**src/rtl/cirq_pkg.sv**
```systemverilog
package cirq_pkg;

    localparam logic [6:0] OPC_CUSTOM0 = 7'b0001011;

    localparam logic [6:0] F7_GETQ    = 7'b0000000;
    localparam logic [6:0] F7_SETQ    = 7'b0000001;
    localparam logic [6:0] F7_RETIRQ  = 7'b0000010;
    localparam logic [6:0] F7_MASKIRQ = 7'b0000011;
    localparam logic [6:0] F7_WAITIRQ = 7'b0000100;

    localparam int QIDX_W = 2;

    localparam int SRC_TIMER = 0;
    localparam int SRC_TRAP  = 1;
    localparam int SRC_ALIGN = 2;

    typedef enum logic [2:0] {
        OP_NONE,
        OP_GETQ,
        OP_SETQ,
        OP_RETIRQ,
        OP_MASKIRQ,
        OP_WAITIRQ
    } op_e;

    typedef struct packed {
        op_e               kind;
        logic [4:0]        rd;
        logic [QIDX_W-1:0] qsrc;
        logic [QIDX_W-1:0] qdst;
    } dec_t;

endpackage

```
**src/rtl/cirq_decode.sv**
```systemverilog
module cirq_decode
    import cirq_pkg::*;
(
    input  logic        valid,
    input  logic [31:0] word,
    output dec_t        dec
);

    logic unused_bits;
    assign unused_bits = ^{word[24:17], word[14:12]};

    always_comb begin
        dec      = '0;
        dec.kind = OP_NONE;
        dec.rd   = word[11:7];
        dec.qsrc = word[15 +: QIDX_W];
        dec.qdst = word[7 +: QIDX_W];
        if (valid && word[6:0] == OPC_CUSTOM0) begin
            case (word[31:25])
                F7_GETQ:    dec.kind = OP_GETQ;
                F7_SETQ:    dec.kind = OP_SETQ;
                F7_RETIRQ:  dec.kind = OP_RETIRQ;
                F7_MASKIRQ: dec.kind = OP_MASKIRQ;
                F7_WAITIRQ: dec.kind = OP_WAITIRQ;
                default:    dec.kind = OP_NONE;
            endcase
        end
    end

endmodule

```
**src/rtl/cirq_qregs.sv**
```systemverilog
module cirq_qregs
    import cirq_pkg::*;
#(
    parameter int XLEN = 32
) (
    input  logic              clk,
    input  logic              rst_n,
    input  logic              entry_we,
    input  logic [XLEN-1:0]   entry_pc,
    input  logic [XLEN-1:0]   entry_map,
    input  logic              set_we,
    input  logic [QIDX_W-1:0] set_idx,
    input  logic [XLEN-1:0]   set_val,
    input  logic [QIDX_W-1:0] rd_idx,
    output logic [XLEN-1:0]   rd_val,
    output logic [XLEN-1:0]   ret_pc
);

    localparam int NQ = 1 << QIDX_W;

    logic [XLEN-1:0] qs_d [NQ];
    logic [XLEN-1:0] qs_q [NQ];

    for (genvar gi = 0; gi < NQ; gi++) begin : g_q
        logic [XLEN-1:0] entry_val;
        if (gi == 0) begin : g_pc
            assign entry_val = entry_pc;
        end else if (gi == 1) begin : g_map
            assign entry_val = entry_map;
        end else begin : g_keep
            assign entry_val = qs_q[gi];
        end
        assign qs_d[gi] = entry_we ? entry_val :
                          (set_we && set_idx == QIDX_W'(gi)) ? set_val : qs_q[gi];
    end

    always_ff @(posedge clk or negedge rst_n) begin
        if (!rst_n) begin
            for (int i = 0; i < NQ; i++) qs_q[i] <= '0;
        end else begin
            for (int i = 0; i < NQ; i++) qs_q[i] <= qs_d[i];
        end
    end

    assign rd_val = qs_q[rd_idx];
    assign ret_pc = qs_q[0];

    a_r7_setq_lands: assert property (@(posedge clk) disable iff (!rst_n)
        set_we && !entry_we |=> qs_q[$past(set_idx)] == $past(set_val));

    a_r2_entry_saves_pc: assert property (@(posedge clk) disable iff (!rst_n)
        entry_we |=> qs_q[0] == $past(entry_pc) && qs_q[1] == $past(entry_map));

endmodule

```
**src/rtl/cirq_irq_state.sv**
```systemverilog
module cirq_irq_state
    import cirq_pkg::*;
#(
    parameter int NIRQ    = 32,
    parameter bit LATCHED = 1'b1
) (
    input  logic            clk,
    input  logic            rst_n,
    input  logic [NIRQ-1:0] lines,
    input  logic            tmr_evt,
    input  logic            trap_evt,
    input  logic            align_evt,
    input  logic            ins_valid,
    input  op_e             op,
    input  logic [NIRQ-1:0] new_dis,
    output logic            take,
    output logic [NIRQ-1:0] serviced,
    output logic            exec,
    output logic [NIRQ-1:0] dis_mask,
    output logic            stall,
    output logic            halted
);

    localparam logic [NIRQ-1:0] EXC_BITS =
        (NIRQ'(1) << SRC_TRAP) | (NIRQ'(1) << SRC_ALIGN);

    typedef struct packed {
        logic [NIRQ-1:0] pend;
        logic [NIRQ-1:0] line;
        logic [NIRQ-1:0] dis;
        logic            inh;
        logic            waitf;
        logic            halt;
    } st_t;

    st_t st_d, st_q;

    logic [NIRQ-1:0] rise, drop, srcs, set_vec, exc_pend, pend_n;
    logic            exc_block, any_en;

    // Edge detection per line; the mode parameter picks how a fall acts.
    for (genvar gi = 0; gi < NIRQ; gi++) begin : g_edge
        assign rise[gi] = lines[gi] & ~st_q.line[gi];
        if (LATCHED) begin : g_latch
            assign drop[gi] = 1'b0;
        end else begin : g_level
            assign drop[gi] = st_q.line[gi] & ~lines[gi];
        end
    end

    assign srcs = (NIRQ'(tmr_evt)   << SRC_TIMER)
                | (NIRQ'(trap_evt)  << SRC_TRAP)
                | (NIRQ'(align_evt) << SRC_ALIGN);
    assign set_vec = rise | srcs;

    always_comb begin
        exc_pend  = st_q.pend & EXC_BITS;
        exc_block = (|exc_pend) && (st_q.inh || (|(st_q.dis & exc_pend)));
        serviced  = st_q.pend & ~st_q.dis;
        any_en    = |serviced;
        take      = ins_valid && !st_q.halt && !exc_block && !st_q.inh
                    && !st_q.waitf && any_en;
        exec      = ins_valid && !st_q.halt && !exc_block && !take && !st_q.waitf;

        st_d      = st_q;
        st_d.line = lines;
        st_d.halt = st_q.halt | exc_block;
        pend_n    = st_q.pend;

        if (take) begin
            pend_n   = pend_n & ~serviced;
            st_d.inh = 1'b1;
        end

        if (exec) begin
            case (op)
                OP_RETIRQ: begin
                    pend_n   = pend_n | st_q.line;
                    st_d.inh = 1'b0;
                end
                OP_MASKIRQ: st_d.dis = new_dis;
                OP_WAITIRQ: if (!any_en) st_d.waitf = 1'b1;
                default: ;
            endcase
        end

        if (st_q.waitf) st_d.waitf = !any_en;

        pend_n    = (pend_n & ~drop) | set_vec;
        st_d.pend = pend_n;
    end

    always_ff @(posedge clk or negedge rst_n) begin
        if (!rst_n) begin
            st_q.pend  <= '0;
            st_q.line  <= '0;
            st_q.dis   <= '1;
            st_q.inh   <= 1'b0;
            st_q.waitf <= 1'b0;
            st_q.halt  <= 1'b0;
        end else begin
            st_q <= st_d;
        end
    end

    assign dis_mask = st_q.dis;
    assign stall    = st_q.waitf;
    assign halted   = st_q.halt;

    a_r3_entry_sets_flag: assert property (@(posedge clk) disable iff (!rst_n)
        take |=> st_q.inh);

    a_r3_serviced_cleared: assert property (@(posedge clk) disable iff (!rst_n)
        take |=> (st_q.pend & $past(serviced) & ~$past(set_vec)) == '0);

    a_r5_return_clears_flag: assert property (@(posedge clk) disable iff (!rst_n)
        exec && op == OP_RETIRQ |=> !st_q.inh);

    a_r9_halt_sticky: assert property (@(posedge clk) disable iff (!rst_n)
        st_q.halt |=> st_q.halt);

    a_r10_wake: assert property (@(posedge clk) disable iff (!rst_n)
        st_q.waitf && (|(st_q.pend & ~st_q.dis)) |=> !st_q.waitf);

    a_r6_mask_loaded: assert property (@(posedge clk) disable iff (!rst_n)
        exec && op == OP_MASKIRQ |=> st_q.dis == $past(new_dis));

endmodule

```
**src/rtl/cirq_unit.sv**
```systemverilog
module cirq_unit
    import cirq_pkg::*;
#(
    parameter int          NIRQ    = 32,
    parameter int          XLEN    = 32,
    parameter bit          LATCHED = 1'b1,
    parameter logic [31:0] VECTOR  = 32'h0000_0010
) (
    input  logic            clk,
    input  logic            rst_n,
    input  logic [NIRQ-1:0] irq_lines,
    input  logic            timer_evt,
    input  logic            trap_evt,
    input  logic            align_evt,
    input  logic            ins_valid,
    input  logic [31:0]     ins_word,
    input  logic [XLEN-1:0] ins_pc,
    input  logic [XLEN-1:0] rs1_val,
    output logic            wb_en,
    output logic [4:0]      wb_addr,
    output logic [XLEN-1:0] wb_data,
    output logic            redirect_en,
    output logic [XLEN-1:0] redirect_pc,
    output logic            stall,
    output logic            halted
);

    dec_t            dec;
    logic            take, exec;
    logic [NIRQ-1:0] serviced, dis_mask;
    logic [XLEN-1:0] q_rd, q_ret;
    logic            set_we, ret_do;

    cirq_decode u_dec (
        .valid (ins_valid),
        .word  (ins_word),
        .dec   (dec)
    );

    cirq_irq_state #(
        .NIRQ    (NIRQ),
        .LATCHED (LATCHED)
    ) u_state (
        .clk       (clk),
        .rst_n     (rst_n),
        .lines     (irq_lines),
        .tmr_evt   (timer_evt),
        .trap_evt  (trap_evt),
        .align_evt (align_evt),
        .ins_valid (ins_valid),
        .op        (dec.kind),
        .new_dis   (rs1_val[NIRQ-1:0]),
        .take      (take),
        .serviced  (serviced),
        .exec      (exec),
        .dis_mask  (dis_mask),
        .stall     (stall),
        .halted    (halted)
    );

    assign set_we = exec && dec.kind == OP_SETQ;
    assign ret_do = exec && dec.kind == OP_RETIRQ;

    cirq_qregs #(
        .XLEN (XLEN)
    ) u_q (
        .clk       (clk),
        .rst_n     (rst_n),
        .entry_we  (take),
        .entry_pc  (ins_pc),
        .entry_map (XLEN'(serviced)),
        .set_we    (set_we),
        .set_idx   (dec.qdst),
        .set_val   (rs1_val),
        .rd_idx    (dec.qsrc),
        .rd_val    (q_rd),
        .ret_pc    (q_ret)
    );

    always_comb begin
        wb_en   = exec && (dec.kind == OP_GETQ || dec.kind == OP_MASKIRQ)
                  && dec.rd != 5'd0;
        wb_addr = dec.rd;
        wb_data = (dec.kind == OP_GETQ) ? q_rd : XLEN'(dis_mask);
        redirect_en = take || ret_do;
        redirect_pc = take ? XLEN'(VECTOR) : q_ret;
    end

    a_r11_single_effect: assert property (@(posedge clk) disable iff (!rst_n)
        $onehot0({wb_en, redirect_en}));

    a_r7_no_x0_write: assert property (@(posedge clk) disable iff (!rst_n)
        wb_en |-> wb_addr != 5'd0);

    a_r9_halted_silent: assert property (@(posedge clk) disable iff (!rst_n)
        halted |-> !wb_en && !redirect_en);

endmodule

```
**config.mk**
```make
export PLATFORM = sky130hd
export DESIGN_NAME = cirq_unit
export DESIGN_NICKNAME = d
export VERILOG_FILES = /design/src/rtl/cirq_pkg.sv /design/src/rtl/cirq_decode.sv /design/src/rtl/cirq_qregs.sv /design/src/rtl/cirq_irq_state.sv /design/src/rtl/cirq_unit.sv
export SDC_FILE = /design/constraint.sdc
export NUM_CORES = 1
export LEC_CHECK = 0
export BUFFER_PORTS_ARGS = -buffer_cell sky130_fd_sc_hd__buf_2
export CAP_MARGIN = 20
export CORE_MARGIN = 5
export CORE_UTILIZATION = 55
export CTS_CLUSTER_DIAMETER = 30
export DETAILED_ROUTE_END_ITERATION = 8
export PLACE_DENSITY = 0.79
export SLEW_MARGIN = 20
export SYNTH_ARGS = -nofsm -noshare
export SYNTH_HDL_FRONTEND = slang
export SYNTH_SLANG_ARGS = --single-unit
```
**constraint.sdc**
```tcl
create_clock -name clk -period 3.5 [get_ports clk]
set_input_delay 0 -clock clk [delete_from_list [all_inputs] [get_ports clk]]
set_output_delay 0 -clock clk [all_outputs]
set_load 0.005 [all_outputs]
```
# --- Word level (Yosys, flattened, before mapping) ---
# Cells that the tools add are included.
totals:
  ff_bits: 227
  output_inout_bits: 73
  word_cells: 162
classes:
  n_lt_le_gt_ge: 1
  eq_ne: 14
  n_mux: 20
  bitwise: 77
  n_reduce_logical: 40
ops:
  columns: ["cell", "n"]
  rows:
  - ["2-to-1 mux 32 bit", 11]
  - ["OR 32 bit", 3]
  - ["AND 32 bit", 2]
  - ["binary-select mux 32 bit (select 2 bit)", 1]
  - ["inverter 32 bit", 2]
  - ["OR reduction 32 bit", 2]
  - ["inverter 1 bit", 33]
  - ["AND 1 bit", 32]
  - ["AND 32 x 3 -> 32 bit", 1]
  - ["OR 32 x 3 -> 32 bit", 1]
  - ["logical AND 1 bit", 17]
  - ["case mux 3 bit (5 select lines)", 1]
  - ["equality test 7 x 2 -> 1 bit (second input constant)", 2]
  - ["nonzero test 2 bit", 4]
  - ["equality test 7 x 1 -> 1 bit (second input constant)", 1]
  - ["equality test 7 x 3 -> 1 bit (second input constant)", 1]
  - ["equality test 7 x 4 -> 1 bit (second input constant)", 1]
  - ["zero test 7 bit", 1]
  - ["equality test 3 x 2 -> 1 bit (second input constant)", 2]
  - ["equality test 3 bit (second input constant)", 2]
  - ["zero test 1 bit", 6]
  - ["AND reduction 2 bit", 3]
  - ["2-to-1 mux 1 bit", 5]
  - ["nonzero test 5 bit", 1]
  - ["14 further kinds", 17]

# --- Longest topological paths before layout ---
# Gate-level depths: netlist (run 1).
depth:
  depth_word: 16
  depth_mapped: 8
  depth_no_buf: 6

# --- By module ---
# From an unflattened synthesis (run 1), not the netlist that was laid out.
unflattened:
  hier_cells: 950
  hier_area_um2: 11609.9
by_module_without_submodules:
  columns: ["mod", "instances", "cells_each", "area_each_um2", "seq_area_each_um2"]
  rows:
  - ["cirq_qregs", 1, 516, 6508.7, 3203.1]
  - ["cirq_irq_state", 1, 334, 4267.8, 2517.4]
  - ["cirq_unit", 1, 80, 676.9, 0.0]
  - ["cirq_decode", 1, 20, 156.4, 0.0]

# --- Least setup slack after synthesis (run 1) ---
# Ideal clock, no wire load.
synth_path:
  path_type: "register to register"
  startpoint: "reg u_state.st_q, in the netlist u_state.dis_mask[13]"
  endpoint: "reg u_q.qs_q, in the netlist u_q.g_q[2].entry_val[0]"
  setup_ns: 0.128
  t_arrival_ns: 2.359
  t_required_ns: 3.372
  path_slack_ns: 1.013
  path_stages_with_launch: 9
  path_cell_list: "dfstp_2 nor2b_1 or4_1 nor4_2 a2111o_2 and3b_1 buf_2 buf_4 mux2_1"
synth_between:
  elab_chain_cells: 15
  word_cells_on_any_way: 19
  classes_between: "4 x bitwise; 15 x reduce/logical"
synth_lines:
  columns: ["item", "line", "source"]
  rows:
  - ["from (decl)", "cirq_irq_state.sv:36", "st_t st_d, st_q;"]
  - ["from (signal assigned)", "cirq_irq_state.sv:102", "st_q <= st_d;"]
  - ["AND 32 x 3 -> 32 bit", "cirq_irq_state.sv:58", "exc_block = (|exc_pend) && (st_q.inh || (|(st_q.dis & exc_pend)));"]
  - ["OR reduction 32 bit", "cirq_irq_state.sv:58", null]
  - ["logical OR 1 bit", "cirq_irq_state.sv:58", null]
  - ["logical AND 1 bit", "cirq_irq_state.sv:58", null]
  - ["zero test 1 bit", "cirq_irq_state.sv:61, cirq_irq_state.sv:63", null]
  - ["logical AND 1 bit", "cirq_irq_state.sv:61, cirq_irq_state.sv:63", null]
  - ["logical AND 1 bit", "cirq_irq_state.sv:61", "take = ins_valid && !st_q.halt && !exc_block && !st_q.inh"]
  - ["logical AND 1 bit (2 in series)", "cirq_irq_state.sv:62", "&& !st_q.waitf && any_en;"]
  - ["zero test 1 bit", "cirq_irq_state.sv:63", "exec = ins_valid && !st_q.halt && !exc_block && !take && !st_q.waitf;"]
  - ["logical AND 1 bit (2 in series)", "cirq_irq_state.sv:63", null]
  - ["logical AND 1 bit", "cirq_unit.sv:61", "assign set_we = exec && dec.kind == OP_SETQ;"]
  - ["logical AND 1 bit", "cirq_qregs.sv:34", "(set_we && set_idx == QIDX_W'(gi)) ? set_val : qs_q[gi];"]
  - ["AND reduction 2 bit (no source line) (*)", null, null]
  - ["to (decl)", "cirq_qregs.sv:22", "logic [XLEN-1:0] qs_q [NQ];"]
# Every way passes the cells marked *; elsewhere a longest branch is shown, timed or not.
# A chain may end at the register's enable or synchronous reset.

# --- Final worst setup path (run 1) ---
layout_path:
  startpoint: "reg u_state.st_q, in the netlist u_state.dis_mask[0]"
  endpoint: "reg u_q.qs_q, in the netlist u_q.ret_pc[27]"
layout_between:
  elab_chain_cells: 15
  word_cells_on_any_way: 19
  classes_between: "1 x mux; 3 x bitwise; 15 x reduce/logical"
layout_lines:
  columns: ["item", "line"]
  rows:
  - ["AND 32 x 3 -> 32 bit", "cirq_irq_state.sv:58"]
  - ["OR reduction 32 bit", "cirq_irq_state.sv:58"]
  - ["logical OR 1 bit", "cirq_irq_state.sv:58"]
  - ["logical AND 1 bit", "cirq_irq_state.sv:58"]
  - ["zero test 1 bit", "cirq_irq_state.sv:61, cirq_irq_state.sv:63"]
  - ["logical AND 1 bit", "cirq_irq_state.sv:61, cirq_irq_state.sv:63"]
  - ["logical AND 1 bit", "cirq_irq_state.sv:61"]
  - ["logical AND 1 bit (2 in series)", "cirq_irq_state.sv:62"]
  - ["zero test 1 bit", "cirq_irq_state.sv:63"]
  - ["logical AND 1 bit (2 in series)", "cirq_irq_state.sv:63"]
  - ["logical AND 1 bit", "cirq_unit.sv:61"]
  - ["logical AND 1 bit", "cirq_qregs.sv:34"]
  - ["nonzero test 2 bit (no source line)", null]
# Several ways; a longest one is shown, not always the timed one.

==> metrics.txt, run 1 <==
beginning of the critical path=u_state.dis_mask[0]$_DFFE_PN1P_; relative slew slack=0.325; Hold Vio Cnt, Final=0; Post-synth EDFFs=0; CP max stage cell=nor4_1; vias per cell=5.76; IO buf count=195; Post-CTS Setup Inserts=0; clk_lat worst skew=0.53 ns; final routed DRC violation total=0; all-layer global routing usage=0.287; critical path's largest stage delay=0.62 ns; Leakage=0.00705 uW; status=complete, no violations; WL final=32100 microns; Slew @ Worst Pin=1.01 ns; Inserted Clock Buffers=42; remaining global-route overflow=0; Die H=150 microns; vias=8476; final total power=7950 uW; die width=150 microns; Largest delay share family, worst path=simple AND/OR/NAND/NOR gates; Unique masters post-synth=39; vias in the first global route=9177; Reg clk slew, reported paths=0.06 ns; first drt pass iteration count=5; FF/Latch Area=5720 sq um; starting DRC count in detailed routing=524; type of the worst setup path=reg -> reg; CTS tree=done; Buf/Inv on CP=2; crit path time final=3.40 ns; Initial Util=0.557; Final setup viols=0; Root Driver=clkbuf_16; Top FF cell, synth=dfrtp_1; crit share post-route=0.971; Required @ worst endpoint=3.96 ns; Avg Inst Size Synth=12.8 sq um; cell taking the most area after synthesis=dfrtp_1; multi-input logic area=4790 sq um; RR Startpoint=u_state.dis_mask[0]$_DFFE_PN1P_; number of synthesized register bits=227; gr busiest metal=met2; unrepaired setup endpoints after global routing=no; I/O pin cnt=207; largest cells by area after synthesis=dfrtp_1 45%, mux2_1 9.4%, mux2i_1 8.5%; H-tree level count=2; share of the synthesized area in the top cell type=0.451; Crit. End Element=flip-flop; Die Area=22600 sq um; M1 GR Usage=0.353; Worst Setup Start Kind=flip-flop; M3 GR Usage=0.0563; ANT nets after route=0; Synthesized Nets=981; fillers=1144; async set-or-reset flop fraction in the synthesized netlist=1.00; Max-Cap Viols=0; CP Max Fanout=81; Clock Sink Count=227; maximum vdd drop=0.435 mV; Final #Nets=1306; largest net degree at the start of global routing=163; power density cells=533 nW/um^2; number of synthesis warnings=0; sequential element share of the synthesized area=0.529; pre-CTS WS=0.633 ns; Max clock buf depth=3; final critical-path setup slack=0.100 ns; fraction of layout cells with a size suffix above 1=0.330; Syn Inst Count=847; initial antenna violation count=2; drt wl/cell=21.8 microns; P&R area growth vs syn=38.0%; Worst Skew=0.0160 ns; setup TNS=0 ns; post-synthesis cell area=10800 sq um; first-pass GRT wire length=50100 microns; commonest non-fill, non-tap cells in the layout=195 x dfrtp_1, 194 x buf_2, 128 x dlygate4sd3_1; Hold Crit Class=in -> async; met2 GRT Util=0.497; most common cell after layout, fill and taps aside=dfrtp_1; f_max=294 MHz; HPWL after DPL=17400 microns; Placer Congestion=0.775; worst hold slack=0.0880 ns; Final Util=0.769; row cnt=51; Critical Path AT=3.86 ns; CP Cell Sequence=nand2b_1 -> nand4_1 -> nor4_1 -> a2111o_2 -> buf_16 -> nor2_1 -> a21oi_1 -> dlygate4sd3_1; core footprint=19400 sq um; Slew Limit Fails=0
cells by family (layout without fill, tap and decap cells):
family,Yosys count,count (layout),share of synthesized area
mux,252,252,0.285
flops,227,227,0.529
simple gates,222,222,0.115
compound gates,80,80,0.0407
buf+inv,65,424,0.0296
xor+xnor,1,1,0.000810
other cells,0,1,0
synthesized netlist by cell type, types with 13 or more instances:
cell type / instances
clkbuf_1: 19
buf_4: 13
buf_2: 22
mux2i_1: 92
and2_1: 31
mux4_2: 32
a21oi_1: 39
nand3_1: 61
mux2_1: 90
nand2b_1: 58
dfrtp_1: 195
o21ai_0: 32
dfstp_2: 32
nor2_1: 41
mux2_2: 38
metal layers:
layer	up-vias	share of wire
met2	365	0.50
met4	2	0.032
li1	3724	-
met1	4298	0.40
met3	87	0.063
met5	-	0.00040
worst paths after layout:
kind,endpoint,cells past startpoint,slack (ns)
max in group asynchronous,u_state.dis_mask[12]$_DFFE_PN1P_,3,2.46
max reg2reg,u_q.ret_pc[27]$_DFFE_PN0P_,8,0.10
min,u_q.ret_pc[28]$_DFFE_PN0P_,2,0.09
min reg2reg,u_q.g_q[2].entry_val[2]$_DFFE_PN0P_,1,0.48
max,u_q.ret_pc[27]$_DFFE_PN0P_,8,0.10
min in group clk,u_state.stall$_DFFE_PN0P_,4,0.09
state kept, by name, summed over array words and instances, names as in the netlist:
signal,count
u_q.g_q.entry_val,64
u_q.qs_q,32
u_q.ret_pc,32
u_state.dis_mask,32
u_state.exc_pend,2
u_state.halted,1
u_state.st_q,63
u_state.stall,1
per-stage QoR:
step	instances	instance area [sq um]
2_1_floorplan	847	10800
3_5_place_dp	1264	12000
5_1_grt	1472	14900
6_report	1472	14900
3_3_place_gp	1264	12000
4_1_cts	1470	14900
where the power goes:
part           internal, uW  switching [uW]  total [uW]
logic                   355             269         623
clock network          3060            1440        4500
registers              2740            83.1        2820
total                  6150            1790        7950
cell type report:
| cell class | instances | area share |
|---|---|---|
| clock inverter | 28 | 0.0315 |
| sequential | 227 | 0.383 |
| tap | 265 | 0.0222 |
| antenna | 1 | 0.000168 |
| inverter | 7 | 0.00176 |
| clock buffer | 50 | 0.0751 |
| multi-input combinational | 555 | 0.321 |
| timing repair buffer | 339 | 0.165 |
worst reg2reg max path, cell delays in order (launching register included):
cell,delay [ns]
dfstp_2,0.54
nand2b_1,0.24
nand4_1,0.22
nor4_1,0.62
a2111o_2,0.42
buf_16,0.34
nor2_1,0.15
a21oi_1,0.20
dlygate4sd3_1,0.59
what timing repair did:
item,4_1_cts,5_1_grt
gates resized for setup,0,1
hold buffers,128,0
endpoints found under the hold margin,314,0
setup endpoints to repair,0,43
Note: power is estimated with default switching activity, not from simulation.
==> inputs of run 2 (changes only) <==
Settings changed: GPL_ROUTABILITY_DRIVEN set to 0, GPL_TIMING_DRIVEN set to 0.
==> run 2 against run 1 <==
Effect of this change:
- sequential power about the same
- setup slack worse by 0.0060 ns
- largest cell class unchanged
- final area fell by 0.50%
==> metrics.txt, run 2 (synthesized netlist as in run 1, its figures left out) <==
status=complete, no violations; clk_lat worst skew=0.53 ns (about the same); HPWL after DPL=20900 microns (+20%); relative slew slack=0.312 (-0.0126); Max-Cap Viols=0 (unchanged); CTS tree=done; remaining global-route overflow=0 (unchanged); initial antenna violation count=4 (+2); cell area after layout=14800 sq um (-0.50%); drt wl/cell=22.9 microns (+5.0%); power density cells=513 nW/um^2 (-3.7%); ANT nets after route=0 (unchanged); CP Max Fanout=10 (-88%); Die Area=22600 sq um (unchanged); Crit. End Element=output port; core footprint=19400 sq um (unchanged); vias per cell=5.85 (+1.7%); Slew @ Worst Pin=1.03 ns (+0.0189 ns); P&R area growth vs syn=37.3%; Worst Setup Start Kind=flip-flop; unrepaired setup endpoints after global routing=no; type of the worst setup path=reg -> out; maximum vdd drop=0.387 mV (-11%); starting DRC count in detailed routing=661 (+26%); first-pass GRT wire length=53200 microns (+6.2%); Final setup viols=0 (unchanged); Clock Sink Count=227 (unchanged); RR Startpoint=u_state.dis_mask[16]$_DFFE_PN1P_; Largest register FFs=64 (unchanged); Worst Skew=0.0147 ns (-0.00132 ns); Critical Path AT=3.41 ns (-0.45 ns); beginning of the critical path=u_state.dis_mask[16]$_DFFE_PN1P_; die width=150 microns (unchanged); crit path time final=3.41 ns (+0.00595 ns); largest net degree at the start of global routing=95 (-42%); all-layer global routing usage=0.310 (+0.0232); pre-CTS WS=0.181 ns (-0.452 ns); Inserted Clock Buffers=43 (+2.4%); Final #Nets=1336 (+2.3%); first drt pass iteration count=5 (unchanged); Hold Crit Class=in -> reg; fraction of layout cells with a size suffix above 1=0.340 (+0.0103); I/O pin cnt=207 (unchanged); Root Driver=clkbuf_16; vias=8815 (+4.0%); Max clock buf depth=3 (unchanged); Post-CTS Setup Inserts=0 (unchanged); most common cell after layout, fill and taps aside=buf_2; vias in the first global route=9612 (+4.7%); IO buf count=194 (-0.51%); commonest non-fill, non-tap cells in the layout=214 x buf_2, 195 x dfrtp_1, 114 x dlygate4sd3_1; Reg clk slew, reported paths=0.05 ns (about the same); WL final=34500 microns (+7.5%); worst hold start=ins_word[25]; f_max=294 MHz (-0.17%); Slew Limit Fails=0 (unchanged); Initial Util=0.557 (unchanged); crit share post-route=0.973 (+0.00170); H-tree level count=2 (unchanged); final routed DRC violation total=0 (unchanged); row cnt=51 (unchanged); final critical-path setup slack=0.0941 ns (-0.00595 ns); Die H=150 microns (unchanged); Hold Vio Cnt, Final=0 (unchanged); Required @ worst endpoint=3.50 ns (-0.46 ns); dpl cell area=12200 sq um (+1.4%); Leakage=0.00706 uW (+0.14%)
[run 2: changes by cell type in the layout (fill, tap and decap cells not counted), moves of 2 or more]
cell           previous run  this run
buf_2                   194       214
clkbuf_1                  4        18
dlygate4sd3_1           128       114
bufinv_16                10         4
buf_1                     0         4
clkbuf_2                  0         4
clkinv_2                  4         8
buf_12                    3         0
clkbuf_8                  4         7
diode_2                   1         4
buf_4                    11        13
inv_6                     2         4
[run 2: timing repair]
item                       CTS  global route
cloned                       0             0
hold endpoints to repair   348             0
hold buffers               114             0
pin swaps                    0             0
setup endpoints to repair   33            22
gates resized for setup      3             6
[run 2: path summary, 6_finish.rpt]
path                                                             end  slack, ns  cells past startpoint
min in group asynchronous                 u_q.ret_pc[23]$_DFFE_PN0P_       0.03                      2
worst min-delay path                 u_state.dis_mask[1]$_DFFE_PN1P_      0.008                      3
max in group asynchronous            u_state.dis_mask[2]$_DFFE_PN1P_       2.56                      3
worst max-delay path                                  redirect_pc[1]       0.09                      8
worst max register to register            u_q.ret_pc[30]$_DFFE_PN0P_       0.10                      8
worst min register to register  u_q.g_q[2].entry_val[17]$_DFFE_PN0P_       0.48                      1
[run 2: where the power goes]
group	switching, uW	internal [uW]	leakage [uW]
clock	1430	2760	0.000722
sequential	81.1	2740	0.00269
combinational	269	335	0.00364
[run 2: critical path: stages (launching register included)]
cell and delay, ns:
dfstp_2 0.54, nand2b_1 0.21, nand4_1 0.24, nor4_2 0.56, a2111o_2 0.33, buf_2 0.29
buf_2 0.36, and2_1 0.21, buf_2 0.13
[run 2: metrics by stage]
step	instances	hold WS, ns	TNS, ns	utilization	power (uW)
after floorplan	847	-0.296	0	-	3050
after global placement	1306	0.125	-282.71	0.625	3290
after detailed placement	1308	0.0241	0	0.628	3320
after CTS	1502	0.00918	0	0.764	7590
after global routing	1506	0.0317	0	0.765	7820
final	1506	0.00802	0	0.765	7610
[run 2: layout make-up]
class	count	area, sq um
clock buffer	54	1210
multi-input combinational	555	4790
tap	265	332
fill	1185	4550
clock inverter	26	283
buffer	58	302
inverter	7	26.3
antenna	4	10.0
timing repair buffer	310	2180
sequential	227	5720
[run 2: per-layer routing]
layer / part of all wire / routed length, microns / vias up / GRT usage
li1: - / - / 3798 / -
met1: 0.37 / 12900 / 4436 / 0.381
met2: 0.50 / 17300 / 463 / 0.525
met3: 0.084 / 2910 / 118 / 0.0629
met4: 0.041 / 1430 / 0 / 0.152
met5: 0 / 0 / - / 0
==> inputs of run 3 (changes only) <==
Settings changed: PLACE_DENSITY 0.79 to 0.91.
==> run 3 against run 2 <==
Effect of this change:
- sequential cell count unchanged
- wire length up 7.9%
- total power is 5.6% higher
- register-to-register slack got worse by 0.02 ns
- via count increased by 6.1%
- non-clock buffer count is 2 higher
- largest cell class unchanged
- highest routed layer unchanged
==> metrics.txt, run 3 (synthesized netlist as in run 1, its figures left out) <==
Root Driver=clkbuf_16; Final setup viols=0 (unchanged); Die H=150 microns (unchanged); all-layer global routing usage=0.334 (+0.0235); maximum vdd drop=0.379 mV (-2.0%); Slew Limit Fails=0 (unchanged); row cnt=51 (unchanged); final routed DRC violation total=0 (unchanged); worst hold slack=0.0287 ns (+0.0206 ns); crit share post-route=0.978 (+0.00441); Critical Path AT=3.88 ns (+0.47 ns); most common cell after layout, fill and taps aside=buf_2; Clock Sink Count=227 (unchanged); H-tree level count=2 (unchanged); largest net degree at the start of global routing=102 (+7.4%); Flop pwr share=0.352 (-0.018); R2R setup slack=0.08 ns (-0.02 ns); Initial Util=0.557 (unchanged); Inserted Clock Buffers=44 (+2.3%); switching share of total power=0.232 (-0.00195); Max-Cap Viols=0 (unchanged); crit path time final=3.42 ns (+0.0155 ns); unrepaired setup endpoints after global routing=no; clock group share of total power=0.571 (+0.021); IO buf count=194 (unchanged); Die Area=22600 sq um (unchanged); HPWL after DPL=21900 microns (+5.0%); clk_lat worst skew=0.53 ns (about the same); P&R area growth vs syn=38.6%; ANT nets after route=0 (unchanged); first-pass GRT wire length=57000 microns (+7.1%); die width=150 microns (unchanged); Reg clk slew, reported paths=0.05 ns (about the same); starting DRC count in detailed routing=797 (+21%); Hold Vio Cnt, Final=0 (unchanged); power density cells=536 nW/um^2 (+4.5%); Slew @ Worst Pin=1.02 ns (-0.0167 ns); Hold Crit Class=in -> async; I/O pin cnt=207 (unchanged); drt wl/cell=24.7 microns (+7.8%); f_max=292 MHz (-0.45%); Leakage=0.00710 uW (+0.63%); first drt pass iteration count=5 (unchanged); Final Util=0.773 (+0.00755); vias=9354 (+6.1%); CTS tree=done; Post-CTS Setup Inserts=0 (unchanged); Required @ worst endpoint=3.96 ns (+0.46 ns); NetSw=1870 uW (+4.7%); type of the worst setup path=reg -> reg; core footprint=19400 sq um (unchanged); Max clock buf depth=3 (unchanged); vias in the first global route=10100 (+5.2%); status=complete, no violations; Worst Setup Start Kind=flip-flop; remaining global-route overflow=0 (unchanged); RR Startpoint=u_state.dis_mask[13]$_DFFE_PN1P_; CP Max Fanout=10 (unchanged); relative slew slack=0.323 (+0.0111); Logic pwr share=0.077 (-0.002); WL final=37300 microns (+7.9%); beginning of the critical path=u_state.dis_mask[13]$_DFFE_PN1P_; initial antenna violation count=1 (-3); Final #Nets=1339 (+0.22%); fraction of layout cells with a size suffix above 1=0.343 (+0.00293); Worst Skew=0.0187 ns (+0.00400 ns); commonest non-fill, non-tap cells in the layout=215 x buf_2, 195 x dfrtp_1, 116 x dlygate4sd3_1; Pint=6170 uW (+5.8%); vias per cell=6.20 (+6.0%); Largest register FFs=64 (unchanged); Crit. End Element=flip-flop
## run 3: cell types whose count changed in the layout (fill, tap and decap cells not counted), sizes merged
cell	before	now
bufinv	4	9
clkbuf	74	71
clkinv	12	7
clkinvlp	6	11
diode	4	2
dlygate4sd3	114	116
## run 3: power by group through the flow
stage	Clock (uW)	Sequential [uW]	Combinational, uW
floorplan	0	2820	227
global placement	0	2850	446
detailed placement	0	2850	478
CTS	4570	2820	602
global route	4740	2830	667
finish	4590	2830	617
## run 3: critical path, cell delays in order (launching register included)
cell,delay [ns]
dfstp_2,0.55
nor2b_1,0.08
or4_1,0.54
nor4_2,0.40
a2111o_2,0.29
buf_2,0.29
buf_2,0.34
nor2_1,0.09
a21oi_1,0.17
dlygate4sd3_1,0.59
## run 3: metrics by stage
| step | cell area (sq um) | setup TNS [ns] | total power (uW) | std cells | setup slack (ns) |
|---|---|---|---|---|---|
| CTS | 15000 | 0 | 7990 | 1506 | 0.00901 |
| detailed placement | 12200 | 0 | 3330 | 1308 | 0.241 |
| global placement | 12100 | -262.50 | 3290 | 1306 | -1.36 |
| floorplan | 10800 | 0 | 3050 | 847 | 1.01 |
| finish | 15000 | 0 | 8040 | 1508 | 0.0786 |
| global route | 15000 | 0 | 8240 | 1507 | 0.00677 |
## run 3: worst paths after layout
kind / endpoint / cells past startpoint
max: u_q.ret_pc[26]$_DFFE_PN0P_ / 9
min: u_state.st_q[95]$_DFF_PN0_ / 2
max reg2reg: u_q.ret_pc[26]$_DFFE_PN0P_ / 9
min reg2reg: u_q.g_q[2].entry_val[4]$_DFFE_PN0P_ / 1
max in group asynchronous: u_state.dis_mask[10]$_DFFE_PN1P_ / 3
min in group clk: u_state.stall$_DFFE_PN0P_ / 5
## run 3: repair_timing
item / in CTS / in global routing
resized for setup: 3 / 11
endpoints found under the hold margin: 412 / 0
endpoints found under the setup margin: 33 / 31
hold buffers: 116 / 0
## run 3: area by class of cell
| cell class | count | area, sq um |
|---|---|---|
| multi-input combinational | 555 | 4800 |
| antenna | 2 | 5.00 |
| inverter | 7 | 26.3 |
| clock inverter | 31 | 434 |
| clock buffer | 51 | 1180 |
| sequential | 227 | 5720 |
| timing repair buffer | 312 | 2200 |
| tap | 265 | 332 |
| buffer | 58 | 303 |
| fill | 1060 | 4410 |
## run 3: metal layers
metal	global-route usage	vias to the layer above	routed length, microns
met2	0.547	685	18200
met3	0.0840	204	3420
met4	0.200	0	2210
li1	-	3803	-
met1	0.398	4662	13400
met5	0	-	0
